**src/rtl/pulse_stamp_pkg.sv**
```systemverilog
package pulse_stamp_pkg;
    typedef enum logic [1:0] {
        EDGE_NONE = 2'b00,
        EDGE_RISE = 2'b01,
        EDGE_FALL = 2'b10,
        EDGE_BOTH = 2'b11
    } edge_sel_e;

    localparam int FIFO_DEPTH = 2;
    localparam int LVL_W      = $clog2(FIFO_DEPTH + 1);
endpackage

```
**src/rtl/pstamp_edge_det.sv**
```systemverilog
module pstamp_edge_det
    import pulse_stamp_pkg::*;
#(
    parameter int SYNC_STAGES = 2
) (
    input  logic       clk,
    input  logic       rst_n,
    input  logic       pin_i,
    input  logic       en_i,
    input  logic [1:0] mode_i,
    output logic       hit_o
);
    typedef struct packed {
        logic [SYNC_STAGES-1:0] sync;
        logic                   prev;
    } det_st_t;

    det_st_t st_d, st_q;
    edge_sel_e mode;
    logic rise, fall;

    always_comb begin
        mode    = edge_sel_e'(mode_i);
        st_d    = st_q;
        st_d.sync = {st_q.sync[SYNC_STAGES-2:0], pin_i};
        st_d.prev = st_q.sync[SYNC_STAGES-1];
        rise    = st_q.sync[SYNC_STAGES-1] & ~st_q.prev;
        fall    = ~st_q.sync[SYNC_STAGES-1] & st_q.prev;
        unique case (mode)
            EDGE_RISE: hit_o = en_i & rise;
            EDGE_FALL: hit_o = en_i & fall;
            EDGE_BOTH: hit_o = en_i & (rise | fall);
            default:   hit_o = 1'b0;
        endcase
    end

    always_ff @(posedge clk or negedge rst_n) begin
        if (!rst_n) st_q <= '0;
        else        st_q <= st_d;
    end
endmodule

```
**src/rtl/pstamp_timer.sv**
```systemverilog
module pstamp_timer #(
    parameter int CNT_W = 16,
    parameter int OVF_W = 4
) (
    input  logic             clk,
    input  logic             rst_n,
    input  logic             clr_i,
    input  logic [CNT_W-1:0] period_i,
    output logic [CNT_W-1:0] cnt_o,
    output logic [OVF_W-1:0] ovf_o
);
    localparam logic [OVF_W-1:0] OVF_MAX = {OVF_W{1'b1}};

    typedef struct packed {
        logic [CNT_W-1:0] cnt;
        logic [OVF_W-1:0] ovf;
    } tmr_st_t;

    tmr_st_t st_d, st_q;

    always_comb begin
        st_d     = st_q;
        st_d.cnt = st_q.cnt + 1'b1;
        if (clr_i) begin
            st_d = '0;
        end else if (st_q.cnt >= period_i) begin
            st_d.cnt = '0;
            if (st_q.ovf != OVF_MAX) st_d.ovf = st_q.ovf + 1'b1;
        end
    end

    always_ff @(posedge clk or negedge rst_n) begin
        if (!rst_n) st_q <= '0;
        else        st_q <= st_d;
    end

    assign cnt_o = st_q.cnt;
    assign ovf_o = st_q.ovf;
endmodule

```
**src/rtl/pstamp_fifo2.sv**
```systemverilog
module pstamp_fifo2
    import pulse_stamp_pkg::*;
#(
    parameter int W = 20
) (
    input  logic             clk,
    input  logic             rst_n,
    input  logic             push_i,
    input  logic [W-1:0]     din_i,
    input  logic             pop_i,
    output logic [W-1:0]     dout_o,
    output logic [LVL_W-1:0] level_o
);
    typedef struct packed {
        logic [W-1:0]     head;
        logic [W-1:0]     tail;
        logic [LVL_W-1:0] lvl;
    } fifo_st_t;

    fifo_st_t st_d, st_q;

    always_comb begin
        st_d = st_q;
        unique case (st_q.lvl)
            LVL_W'(0): begin
                if (push_i) begin
                    st_d.head = din_i;
                    st_d.lvl  = LVL_W'(1);
                end
            end
            LVL_W'(1): begin
                if (push_i && pop_i) begin
                    st_d.head = din_i;
                end else if (push_i) begin
                    st_d.tail = din_i;
                    st_d.lvl  = LVL_W'(2);
                end else if (pop_i) begin
                    st_d.lvl  = LVL_W'(0);
                end
            end
            default: begin
                if (push_i) begin
                    st_d.head = st_q.tail;
                    st_d.tail = din_i;
                end else if (pop_i) begin
                    st_d.head = st_q.tail;
                    st_d.lvl  = LVL_W'(1);
                end
            end
        endcase
    end

    always_ff @(posedge clk or negedge rst_n) begin
        if (!rst_n) st_q <= '0;
        else        st_q <= st_d;
    end

    assign dout_o  = (st_q.lvl != '0) ? st_q.head : '0;
    assign level_o = st_q.lvl;
endmodule

```
**src/rtl/pulse_stamp_top.sv**
```systemverilog
module pulse_stamp_top
    import pulse_stamp_pkg::*;
#(
    parameter int CNT_W = 16,
    parameter int OVF_W = 4
) (
    input  logic             clk,
    input  logic             rst_n,
    input  logic             pulse_in,
    input  logic             cap_en,
    input  logic [1:0]       edge_mode,
    input  logic [CNT_W-1:0] tmr_period,
    input  logic             tmr_clr,
    input  logic             fifo_pop,
    output logic [CNT_W-1:0] fifo_data,
    output logic [OVF_W-1:0] fifo_ovf,
    output logic [LVL_W-1:0] fifo_level,
    input  logic             irq_mask,
    input  logic             irq_clr,
    output logic             irq_flag,
    output logic             irq
);
    localparam int ENT_W = CNT_W + OVF_W;

    logic             cap_hit;
    logic [CNT_W-1:0] tmr_cnt;
    logic [OVF_W-1:0] tmr_ovf;
    logic [ENT_W-1:0] head;

    typedef struct packed {
        logic flag;
    } irq_st_t;

    irq_st_t st_d, st_q;

    pstamp_edge_det #(.SYNC_STAGES(2)) u_det (
        .clk(clk), .rst_n(rst_n), .pin_i(pulse_in),
        .en_i(cap_en), .mode_i(edge_mode), .hit_o(cap_hit)
    );

    pstamp_timer #(.CNT_W(CNT_W), .OVF_W(OVF_W)) u_tmr (
        .clk(clk), .rst_n(rst_n), .clr_i(tmr_clr),
        .period_i(tmr_period), .cnt_o(tmr_cnt), .ovf_o(tmr_ovf)
    );

    pstamp_fifo2 #(.W(ENT_W)) u_fifo (
        .clk(clk), .rst_n(rst_n), .push_i(cap_hit),
        .din_i({tmr_ovf, tmr_cnt}), .pop_i(fifo_pop),
        .dout_o(head), .level_o(fifo_level)
    );

    always_comb begin
        st_d      = st_q;
        st_d.flag = cap_hit | (st_q.flag & ~irq_clr);
    end

    always_ff @(posedge clk or negedge rst_n) begin
        if (!rst_n) st_q <= '0;
        else        st_q <= st_d;
    end

    assign fifo_data = head[CNT_W-1:0];
    assign fifo_ovf  = head[ENT_W-1:CNT_W];
    assign irq_flag  = st_q.flag;
    assign irq       = st_q.flag & irq_mask;
endmodule

```
**config.mk**
```make
export PLATFORM = sky130hd
export DESIGN_NAME = pulse_stamp_top
export DESIGN_NICKNAME = d
export VERILOG_FILES = /design/src/rtl/pulse_stamp_pkg.sv /design/src/rtl/pstamp_edge_det.sv /design/src/rtl/pstamp_timer.sv /design/src/rtl/pstamp_fifo2.sv /design/src/rtl/pulse_stamp_top.sv
export SDC_FILE = /design/constraint.sdc
export NUM_CORES = 1
export LEC_CHECK = 0
export CORE_ASPECT_RATIO = 0.8
export CORE_MARGIN = 1
export CORE_UTILIZATION = 59
export DETAILED_ROUTE_END_ITERATION = 10
export PLACE_DENSITY = 0.95
export SETUP_SLACK_MARGIN = 0.5
export SLEW_MARGIN = 20
export SYNTH_ARGS = -nofsm -noshare
export SYNTH_HDL_FRONTEND = slang
export SYNTH_SLANG_ARGS = --single-unit
```
**constraint.sdc**
```tcl
create_clock -name clk -period 4.5 [get_ports clk]
set_input_delay 0.45 -clock clk [delete_from_list [all_inputs] [get_ports clk]]
set_output_delay 0.45 -clock clk [all_outputs]
set_load 0.02 [all_outputs]
```
# Yosys cells after proc, flatten, opt, wreduce, memory -nomap -nowiden
# Cells that the tools add are included.
totals:
  reg_bits: 66
  in_bits: 26
  out_inout_bits: 24
  wordCells: 63
classes:
  add_sub_neg: 2
  n_lt_le_gt_ge: 1
  eq_ne: 9
  muxes: 19
  bitwise_logic: 13
  reduce_logical: 11
ops:
  columns: ["cell", "n"]
  rows:
  - ["$mux W20", 8]
  - ["$pmux W20 S2", 2]
  - ["$mux W22", 1]
  - ["$add A16 B1 Y16 const B", 1]
  - ["$ge A16 B16 Y1", 1]
  - ["$mux W2", 5]
  - ["$reduce_bool A2 Y1", 4]
  - ["$and A1 B1 Y1", 7]
  - ["$add A4 B1 Y4 const B", 1]
  - ["$eq A2 B1 Y1 const B", 2]
  - ["$eq A2 B2 Y1 const B", 2]
  - ["$mux W4", 1]
  - ["$ne A2 B2 Y1 const B", 2]
  - ["$ne A4 B4 Y1 const B", 1]
  - ["$not A1 Y1", 4]
  - ["$pmux W2 S2", 1]
  - ["$reduce_and A2 Y1", 2]
  - ["$reduce_and A4 Y1", 1]
  - ["$ne A3 B1 Y1 const B", 1]
  - ["$pmux W1 S3", 1]
  - ["$reduce_and A3 Y1", 1]
  - ["$reduce_bool A3 Y1", 1]
  - ["$logic_not A2 Y1", 1]
  - ["$ne A2 B1 Y1 const B", 1]
  - ["other kinds (2)", 3]

# Depth between registers and ports, before layout
# Gate-level depths: netlist (run 1).
depth:
  depth_word: 8
  mapped_depth: 8
  depth_no_buf: 7

# Hierarchy
# A second synthesis (run 1) with hierarchy kept.
unflattened:
  cells_unflattened: 310
  area_unflattened_um2: 3935.0
modules_own_cells:
  columns: ["module", "n_inst", "cells_each", "area_each_um2", "seq_area_each_um2"]
  rows:
  - ["pstamp_fifo2", 1, 146, 2272.2, 1051.0]
  - ["pstamp_timer", 1, 148, 1482.7, 500.5]
  - ["pstamp_edge_det", 1, 12, 137.6, 75.1]
  - ["pulse_stamp_top", 1, 4, 42.5, 25.0]

# Worst setup path after synthesis (run 1)
# Ideal clock, no wire load.
synth_timing:
  kind: "reg-to-reg"
  from: "register u_tmr.st_q (netlist bit u_tmr.cnt_o[0])"
  to: "register u_tmr.st_q (netlist bit u_tmr.ovf_o[3])"
  setup_ps: 128
  arrival_time_ps: 2111
  required_ps: 4372
  slack_ps: 2262
  stages_incl_launch_ff: 8
  path_buffers: 0
  synth_period_minus_slack_ps: 2238
  path_cell_list: "dfrtp_1 > inv_1 > ha_1 > nand2b_4 > a2111o_1 > a311oi_4 > a21oi_1 > mux2_1"
synth_via:
  elab_chain_len: 3
synth_rtl:
  columns: ["element", "line", "rtl"]
  rows:
  - ["start: declaration", "pstamp_timer.sv:19", "tmr_st_t st_d, st_q;"]
  - ["start signal: assignment", "pstamp_timer.sv:34", "else st_q <= st_d;"]
  - ["$ge A16 B16 Y1", "pstamp_timer.sv:26", "end else if (st_q.cnt >= period_i) begin"]
  - ["$reduce_bool A2 Y1 (no line)", null, null]
  - ["$reduce_and A2 Y1 (no line)", null, null]
# No other way between the ends.
# A chain may end at the register's enable or synchronous reset.

# Worst setup path after layout (run 1)
layout_timing:
  from: "register u_fifo.st_q (netlist bit u_fifo.level_o[1])"
  to: "output port fifo_data[8]"
layout_via:
  elab_chain_len: 2
layout_rtl:
  columns: ["element", "line", "rtl"]
  rows:
  - ["start: declaration", "pstamp_fifo2.sv:20", "fifo_st_t st_d, st_q;"]
  - ["start signal: assignment", "pstamp_fifo2.sv:55", "else st_q <= st_d;"]
  - ["$reduce_bool A2 Y1", "pstamp_fifo2.sv:58", "assign dout_o = (st_q.lvl != '0) ? st_q.head : '0;"]
  - ["$mux W20", "pstamp_fifo2.sv:58", null]
  - ["end: declaration", "pulse_stamp_top.sv:15", "output logic [CNT_W-1:0] fifo_data,"]
# No other way between the ends.

==> run_results.csv, run 1 <==
group,metric,value,unit
grt,antenna_found_initial,0,
synthesis,syn_avg_cell_area,11.18,sq um
timing,period_minus_slack,2747,ps
finish,antenna_cells,0,
pwr,powerDensity,297.9,nW/um^2
synthesis,async_reset_ff_share,100.0,%
timing,fin_skew,8.054,ps
synthesis,ys_seq_elements,66,
status,status,"complete, no violations",
cts,htree_levels,3,
floorplanning,initial_core_util,63.36,%
timing,hold_viol,0,
synthesis,syn-num-nets,366,
detailed_routing,drc,0,
timing,slew_viol_final,0,
cts,cts.clk_slew.worst_paths,80,ps
synthesis,ys_warn_count,0,
pwr,power.leakage,2.016,nW
floorplanning,num_io_pins,50,
detailed_routing,first_iter_violations,146,
cts,numClockSinks,66,
timing,post-route-period-util,61.06,%
floorplanning,row_count,24,
cts,post_cts_buffers,0,
setup_path,rrSetupSlack,1910,ps
detailed_routing,drt-total-wl,7250,microns
timing,max_freq,364.0,MHz
cts,ctsResizeCount,0,
synthesis,synth_edf_count,0,
finish,syn_to_final_growth,20.53,%
setup_path,setup.worst_path.class,"flip-flop to output pin",
synthesis,ys.flop_type,"dfrtp_1",
floorplanning,die_area,6380,sq um
detailed_routing,dr.pass1.iters,4,
floorplanning,die_h,71.65,microns
hold_path,hp-class,"input pin to async pin",
cts,insertion_delay,350,ps
synthesis,ys_types,46,
setup_path,r2r_end,"u_fifo.st_q[30]$_DFFE_PN0P_",
detailed_routing,vias_per_cell,5.482,
cts,cts_root_buf,"clkbuf_8",
cts,ctsHoldBuffers,0,
pwr,irDropWorstVdd,0.2938,mV
setup_path,r2r_cells,6,
grt,grt_pass1_vias,2606,
timing,setup_viol,0,
synthesis,ys_seq_area_share,46.17,%
finish,final_layout_size_suffix_gt1_share,24.20,%
synthesis,synth_area,3577,sq um
grt,grt_max_degree,67,
placement,place_hpwl,5085,microns
detailed_routing,vias,2489,
finish,nNetsFinal,417,
cts,clk_path_buf_depth,2,
detailed_routing,ant_nets,0,
pwr,power,0.001284,W
detailed_routing,wl_per_cell,15.97,microns
timing,max-slew-margin-rel,35.13,%
timing,tightest_slew,973.0,ps
grt,grt_use_total,25.63,%
grt,grt_pass1_wl,12050,microns
cts,numCtsBuffers,9,
timing,rsz0062_at_grt,"no",
job,drv_cap,0,
setup_path,path_max_fanout,32,
setup_path,cp.required,4050,ps
placement,gp_congestion,0.7531,
placement,port_buffers,49,
setup_path,worstSetupEndpointType,"output pin",
synthesis,synthCells,320,
timing,setup_tns,0,ps
cts,cts_tree,"yes",
floorplanning,core_region_area,5645,sq um
setup_path,startpoint_type,"flip-flop",
grt,grt_overflow,0,
setup_path,reg2reg_from,"u_det.st_d[0]$_DFF_PN0_",
setup_path,arrival,2300,ps
floorplanning,die_x,89.06,microns
[cell type report]
cell class	count	area (sq um)
Multi-Input combinational cell	213	1752
Sequential cell	66	1652
Inverter	29	108.9
Clock buffer	9	123.9
Tap cell	78	97.59
Fill cell	404	1334
Timing Repair Buffer	52	508.0
Clock inverter	7	70.07
[cell usage after synthesis, drive strengths merged (4+ instances only)]
library cell	count	area, sq um
dfrtp	66	1652
mux2	56	634.4
inv	29	108.9
nor2	26	122.6
nor2b	22	137.6
ha	20	250.2
xnor2	12	105.1
nand2	10	37.54
nand3	10	50.05
buf	9	53.80
o21ai	9	45.04
a21oi	7	38.79
nand4	6	37.54
nor3	5	25.02
nand2b	4	32.53
[how the worst max path moves through the flow]
| stage | from | to | slack, ps | depth (start not counted) |
|---|---|---|---|---|
| 6_report | u_fifo.level_o[1]$_DFFE_PN0P_ | fifo_data[8] | 1750 | 5 |
| 3_5_place_dp | edge_mode[0] | u_fifo.st_q[26]$_DFFE_PN0P_ | 1660 | 6 |
| 4_1_cts | u_fifo.level_o[1]$_DFFE_PN0P_ | fifo_data[8] | 1720 | 5 |
| 5_1_grt | u_fifo.level_o[1]$_DFFE_PN0P_ | fifo_data[8] | 1630 | 5 |
| 3_3_place_gp | edge_mode[0] | u_fifo.st_q[28]$_DFFE_PN0P_ | 1750 | 6 |
| 2_1_floorplan | u_tmr.cnt_o[0]$_DFF_PN0_ | u_tmr.ovf_o[3]$_DFFE_PN0P_ | 2260 | 7 |
[power by group]
| part | leakage (nW) | switching [W] | internal [W] |
|---|---|---|---|
| clock network | 0.0990 | 0.000234 | 0.000254 |
| logic | 1.01 | 0.0000847 | 0.0000779 |
| registers | 0.907 | 0.0000166 | 0.000617 |
| total | 2.02 | 0.000336 | 0.000949 |
[flip-flops by register name, indices dropped and copies added, names as in the netlist]
name / cells
u_fifo.st_q: 40
u_tmr.cnt_o: 16
u_tmr.ovf_o: 4
u_det.st_d: 2
u_fifo.level_o: 2
irq_flag: 1
u_det.st_q: 1
[metrics by stage]
stage                     std cells  cell area (sq um)  setup slack (ps)  hold WS, ps  utilization [%]
after CTS                       454               4312              1725        306.7            76.37
after detailed placement        438               4118              1656        345.5            72.94
after global placement          438               4118              1748        333.6            72.94
after floorplan                 320               3577              2262        154.4                -
final                           454               4312              1753        265.4            76.37
after global routing            454               4312              1628        349.2            76.37
[routing by layer]
layer / GRT usage, % / wire (microns) / up-vias
met5: 0 / 0 / -
met3: 7.143 / 325 / 18
met1: 30.08 / 3056 / 1213
li1: - / - / 1193
met2: 44.62 / 3714 / 65
met4: 10.05 / 154 / 0
[cells by family (layout without fill, tap and decap cells)]
group | Yosys count | after routing | share of synthesized area (%)
compound gates | 30 | 30 | 6.052
fa+ha+maj | 20 | 20 | 6.995
flops | 66 | 66 | 46.17
simple gates | 91 | 91 | 14.24
mux | 57 | 57 | 18.01
xor+xnor | 15 | 15 | 3.673
buf+inv | 41 | 97 | 4.862
[layout by cell type, fill, tap and decap left out, types with 10 or more instances in the layout]
master | synthesis | final
nor2b_1 | 22 | 22
xnor2_1 | 12 | 12
inv_1 | 29 | 29
nor2_1 | 16 | 16
ha_1 | 20 | 20
nand2_1 | 10 | 10
nand3_1 | 10 | 10
dfrtp_1 | 66 | 66
mux2_2 | 54 | 54
clkdlybuf4s50_1 | 0 | 48
nor2_2 | 10 | 10
[worst max-delay path: stages (launching register included)]
cell and delay (ps):
dfrtp_1 370, buf_4 240, nor2_1 390, buf_4 300, nor2b_1 80, clkdlybuf4s50_1 550
(Power assumes the default switching activity.)
==> run 2, diff against run 1 <==
CORE_UTILIZATION = 55   (was 59)
PLACE_DENSITY = 0.91   (was 0.95)
clock period = 2.8 ns   (was 4.5 ns; I/O delays follow)
==> run 2 against run 1 <==
Effect of this change: clock skew down 1.3 ps; register-to-register slack worse by 1300 ps; total power up 67%; sequential cell count unchanged; combinational power up 64%; via count down 1.5%; hold slack worse by 160 ps; clock power up 74%; count of clock-buffer cells in the layout up 2; design area up 1.7%; utilization down 4.5 points; non-clock buffer count up 4; largest cell class unchanged; largest power group unchanged.
==> run_results.csv, run 2 (synthesized netlist as in run 1, its figures left out) <==
group,metric,value,unit
floorplanning,num_io_pins,50,
setup_path,crit_family,"compound AO/OA/AOI/OAI gates",
setup_path,setup.worst_path.class,"flip-flop to flip-flop",
detailed_routing,first_iter_violations,82,
floorplanning,die_area,6833,sq um
detailed_routing,ant_nets,0,
cts,ctsHoldBuffers,0,
setup_path,startpoint_type,"flip-flop",
placement,port_buffers,49,
status,status,"complete, no violations",
finish,largest_register_ffs,40,
finish,top_register,"u_fifo.st_q",
timing,tightest_slew,798.5,ps
pwr,power.leakage,2.042,nW
timing,period_minus_slack,2238,ps
cts,numClockSinks,66,
finish,final_cell_mix,"dfrtp_1, mux2_2, clkdlybuf4s50_1",
grt,grt_pass1_wl,11210,microns
finish,nNetsFinal,421,
detailed_routing,vias,2451,
floorplanning,core_region_area,6100,sq um
floorplanning,die_x,92.17,microns
timing,setup_viol,0,
cts,clk_path_buf_depth,2,
floorplanning,initial_core_util,58.65,%
cts,cts_root_buf,"clkbuf_8",
timing,fin_skew,6.785,ps
finish,mostFrequentLayoutCell,"dfrtp_1",
timing,rsz0062_at_grt,"yes",
timing,slew_viol_final,0,
hold_path,hp-class,"input pin to async pin",
setup_path,path_buf_inv,1,
cts,numCtsBuffers,9,
finish,fillCellCount,438,
floorplanning,die_h,74.14,microns
grt,grt_use_total,21.83,%
placement,place_hpwl,4904,microns
placement,placed_area,4136,sq um
cts,cts_tree,"yes",
placement,gp_congestion,0.7567,
detailed_routing,dr.pass1.iters,4,
cts,cts.clk_slew.worst_paths,70,ps
detailed_routing,drc,0,
grt,grt_max_degree,67,
pwr,irDropWorstVdd,0.4868,mV
setup_path,arrival,2470,ps
setup_path,worstSetupEndpointType,"flip-flop",
pwr,powerDensity,488.1,nW/um^2
setup_path,crit_path_top_delay_cell,"dfrtp_1",
setup_path,cp_slowest_stage_delay,470,ps
timing,setup_tns,0,ps
finish,syn_to_final_growth,22.56,%
setup_path,crit_chain,"ha_1 -> a2111o_1 -> a311oi_4 -> buf_6 -> a21oi_1 -> mux2_1",
grt,grt_pass1_vias,2343,
floorplanning,row_count,25,
grt,grt_overflow,0,
timing,hold_viol,0,
finish,final_layout_size_suffix_gt1_share,25.40,%
finish,postLayoutCoreUtil,71.88,%
detailed_routing,drt-total-wl,6932,microns
finish,antenna_cells,0,
setup_path,path_max_fanout,7,
timing,max-slew-margin-rel,46.77,%
setup_path,cp.required,3030,ps
cts,insertion_delay,350,ps
detailed_routing,vias_per_cell,5.340,
job,drv_cap,0,
finish,final_area,4384,sq um
timing,post-route-period-util,79.91,%
detailed_routing,wl_per_cell,15.10,microns
grt,antenna_found_initial,0,
timing,max_freq,446.9,MHz
cts,htree_levels,3,
==> run 2: layout make-up <==
class	count	area (sq um)	share of cell area, %
Clock buffer	11	141.4	3.225
Multi-Input combinational cell	213	1773	40.44
Sequential cell	66	1653	37.70
Timing Repair Buffer	56	541.8	12.36
Clock inverter	3	65.06	1.484
Inverter	29	108.9	2.483
Tap cell	81	101.3	2.312
==> run 2: layer usage <==
layer  GRT usage (%)  wire length, microns  up-vias
li1                -                     -     1196
met5               0                     0        -
met2           37.23                  3312       59
met4           5.208                    47        0
met3           7.362                   346        6
met1           27.35                  3226     1190
==> run 2: final timing paths <==
| kind | endpoint | start | cells past startpoint | slack [ps] |
|---|---|---|---|---|
| worst max-delay path | u_tmr.ovf_o[3]$_DFFE_PN0P_ | u_tmr.cnt_o[1]$_DFF_PN0_ | 6 | 560 |
| max in group asynchronous | u_tmr.cnt_o[0]$_DFF_PN0_ | rst_n | 2 | 2120 |
| worst max register to register | u_tmr.ovf_o[3]$_DFFE_PN0P_ | u_tmr.cnt_o[1]$_DFF_PN0_ | 6 | 560 |
| worst min register to register | u_det.st_d[0]$_DFF_PN0_ | u_det.st_d[2]$_DFF_PN0_ | 0 | 360 |
| min in group clk | u_det.st_d[0]$_DFF_PN0_ | u_det.st_d[2]$_DFF_PN0_ | 0 | 360 |
| worst min-delay path | u_tmr.cnt_o[10]$_DFF_PN0_ | rst_n | 2 | 110 |
==> run 2: worst register-to-register path, cell delays in order (launching register included) <==
cell      delay, ps
dfrtp_1         470
ha_1            320
a2111o_1        460
a311oi_4        320
buf_6           160
a21oi_1          80
mux2_1          320
==> run 2: timing repair <==
action,CTS,global route
pin swaps,1,1
cloned,0,0
buffers inserted,2,0
gates resized for setup,3,4
setup endpoints to repair,51,41
==> run 2: per-stage QoR <==
step | hold WS (ps) | worst slack [ps] | power [W] | std cells
6_report | 105.5 | 562.4 | 0.002140 | 459
5_1_grt | 164.6 | 444.1 | 0.002223 | 459
4_1_cts | 127.0 | 514.8 | 0.002156 | 459
3_5_place_dp | 344.2 | 82.04 | 0.001299 | 443
3_3_place_gp | 331.6 | 199.5 | 0.001287 | 443
2_1_floorplan | -15.59 | 561.7 | 0.001187 | 320
==> run 2: where the power goes <==
part           leakage, nW  total [W]  internal [W]  switching [W]
Clock                0.105   0.000853      0.000514       0.000339
Sequential           0.905    0.00102      0.000992      0.0000278
Combinational         1.03   0.000267      0.000130       0.000137
Total                 2.04    0.00214       0.00164       0.000503
==> run 3, diff against run 2 <==
clock period = 2.32 ns   (was 2.8 ns; I/O delays follow)
==> run 3 against run 2 <==
Effect of this change: global-route usage up 9.0 points; cell count up 11%; count of clock-buffer cells in the layout up 2; clock skew up 5.7 ps; non-clock buffer count up 48; critical path type unchanged; critical path depth up 3; sequential power up 21%; setup slack worse by 450 ps; fmax up 1.4%.
==> run_results.csv, run 3 (synthesized netlist as in run 1, its figures left out) <==
group,metric,value,unit
setup_path,crit_family,"compound AO/OA/AOI/OAI gates",
setup_path,cp.required,2580,ps
finish,syn_to_final_growth,44.04,%
pwr,power,0.002582,W
hold_path,hp-class,"input pin to flip-flop",
timing,max-slew-margin-rel,67.42,%
setup_path,crit_path_start,"u_tmr.cnt_o[0]$_DFF_PN0_",
finish,fillCellCount,300,
pwr,swShare,25.90,%
grt,antenna_found_initial,0,
placement,port_buffers,49,
placement,place_hpwl,5095,microns
placement,gp_congestion,0.7552,
setup_path,rrSetupSlack,110,ps
setup_path,path_max_fanout,8,
timing,fin_skew,12.50,ps
detailed_routing,dr.pass1.iters,5,
finish,top_register,"u_fifo.st_q",
setup_path,crit_chain,"inv_2 -> ha_4 -> nand2b_4 -> a2111o_1 -> a311oi_4 -> buf_6 -> nand3b_4 -> buf_16 -> nor2_1",
hold_path,holdPathStages,1,
detailed_routing,vias,2894,
job,drv_cap,0,
floorplanning,die_x,92.17,microns
detailed_routing,wl_met1,4104,microns
cts,htree_levels,3,
cts,cts.clk_slew.worst_paths,70,ps
placement,dp_cells,456,
finish,finalNonFillerCells,508,
finish,largest_register_ffs,40,
floorplanning,row_count,25,
detailed_routing,drt-total-wl,10300,microns
timing,whs,340.0,ps
finish,mostFrequentLayoutCell,"dfrtp_1",
grt,grt_pass1_vias,3026,
cts,numClockSinks,66,
timing,post-route-period-util,95.14,%
finish,final_cell_mix,"dfrtp_1, mux2_2, buf_4",
floorplanning,die_h,74.14,microns
finish,nNetsFinal,469,
timing,setup_viol,0,
grt,grt_pass1_wl,15430,microns
placement,placed_area,4268,sq um
finish,final_layout_size_suffix_gt1_share,40.05,%
floorplanning,core_region_area,6100,sq um
pwr,switchingPower,0.0006688,W
detailed_routing,first_iter_violations,158,
timing,hold_viol,0,
setup_path,path_buf_inv,3,
detailed_routing,dr_wl_met2,5257,microns
setup_path,cp_num_cells,9,
finish,antenna_cells,0,
cts,cts_root_buf,"clkbuf_8",
setup_path,crit_path_top_delay_cell,"a2111o_1",
setup_path,cp_slowest_stage_delay,400,ps
pwr,clockPowerShare,35.4,%
timing,period_minus_slack,2207,ps
detailed_routing,drc,0,
timing,tightest_slew,488.7,ps
timing,slew_viol_final,0,
setup_path,worstSetupEndpointType,"flip-flop",
pwr,powerDensity,501.2,nW/um^2
floorplanning,num_io_pins,50,
cts,insertion_delay,350,ps
floorplanning,initial_core_util,58.65,%
pwr,combPwrFrac,17.1,%
setup_path,r2r_cells,9,
grt,grt_use_total,30.78,%
cts,clk_path_buf_depth,2,
hold_path,hold_start,"pulse_in",
detailed_routing,wl_met3,628,microns
finish,final_area,5152,sq um
grt,grt_overflow,0,
detailed_routing,ant_nets,0,
detailed_routing,vias_per_cell,5.697,
status,status,"complete, no violations",
setup_path,startpoint_type,"flip-flop",
setup_path,reg2reg_from,"u_tmr.cnt_o[0]$_DFF_PN0_",
timing,max_freq,453.1,MHz
pwr,irDropWorstVdd,0.5007,mV
detailed_routing,top_layer_used,"met4",
setup_path,crit_end,"u_tmr.cnt_o[4]$_DFF_PN0_",
cts,numCtsBuffers,9,
grt,grt_max_degree,32,
setup_path,arrival,2460,ps
pwr,power.leakage,2.449,nW
detailed_routing,wl_per_cell,20.27,microns
cts,cts_tree,"yes",
timing,rsz0062_at_grt,"yes",
pwr,power.internal,0.001914,W
setup_path,r2r_end,"u_tmr.cnt_o[4]$_DFF_PN0_",
pwr,p_seq_share,47.5,%
setup_path,setup.worst_path.class,"flip-flop to flip-flop",
floorplanning,die_area,6833,sq um
run 3: routing by layer:
layer	vias up	global-route usage [%]
met5	-	0
met4	0	14.41
met3	38	8.282
met2	124	54.48
met1	1423	35.61
li1	1309	-
run 3: how the worst min path moves through the flow:
stage	end	slack (ps)
3_3_place_gp	u_tmr.cnt_o[15]$_DFF_PN0_	210
5_1_grt	u_det.st_d[2]$_DFF_PN0_	320
6_report	u_det.st_d[2]$_DFF_PN0_	340
3_5_place_dp	u_tmr.cnt_o[15]$_DFF_PN0_	210
2_1_floorplan	irq_flag$_DFF_PN0_	-60
4_1_cts	u_det.st_d[2]$_DFF_PN0_	330
run 3: layout make-up:
type	instances	area, sq um	area share, %
Clock buffer	13	178.9	3.473
Multi-Input combinational cell	213	2039	39.58
Inverter	29	108.9	2.113
Clock inverter	2	10.01	0.1943
Tap cell	81	101.3	1.967
Timing Repair Buffer	104	1059	20.54
Sequential cell	66	1655	32.13
run 3: what timing repair did:
action / 4_1_cts / 5_1_grt
hold buffers: 1 / 0
setup endpoints to repair: 81 / 63
pin swaps: 14 / 12
buffers inserted: 22 / 9
resized for setup: 71 / 26
hold endpoints to repair: 20 / 0
gates cloned: 5 / 0
run 3: stage by stage:
stage / TNS, ps / worst slack, ps / utilization, %
6_report: 0 / 112.8 / 84.47
5_1_grt: 0 / 75.93 / 84.47
4_1_cts: 0 / 186.4 / 81.09
3_5_place_dp: -2525 / -270.1 / 69.97
3_3_place_gp: -1292 / -174.7 / 69.97
2_1_floorplan: 0 / 81.75 / -
run 3: power groups by stage:
| stage | logic, W | registers [W] | clock network (W) |
|---|---|---|---|
| after global placement | 0.000330 | 0.00124 | 0 |
| final | 0.000442 | 0.00123 | 0.000913 |
| after CTS | 0.000408 | 0.00123 | 0.000920 |
| after global routing | 0.000473 | 0.00123 | 0.000984 |
| after floorplan | 0.000196 | 0.00124 | 0 |
| after detailed placement | 0.000343 | 0.00124 | 0 |
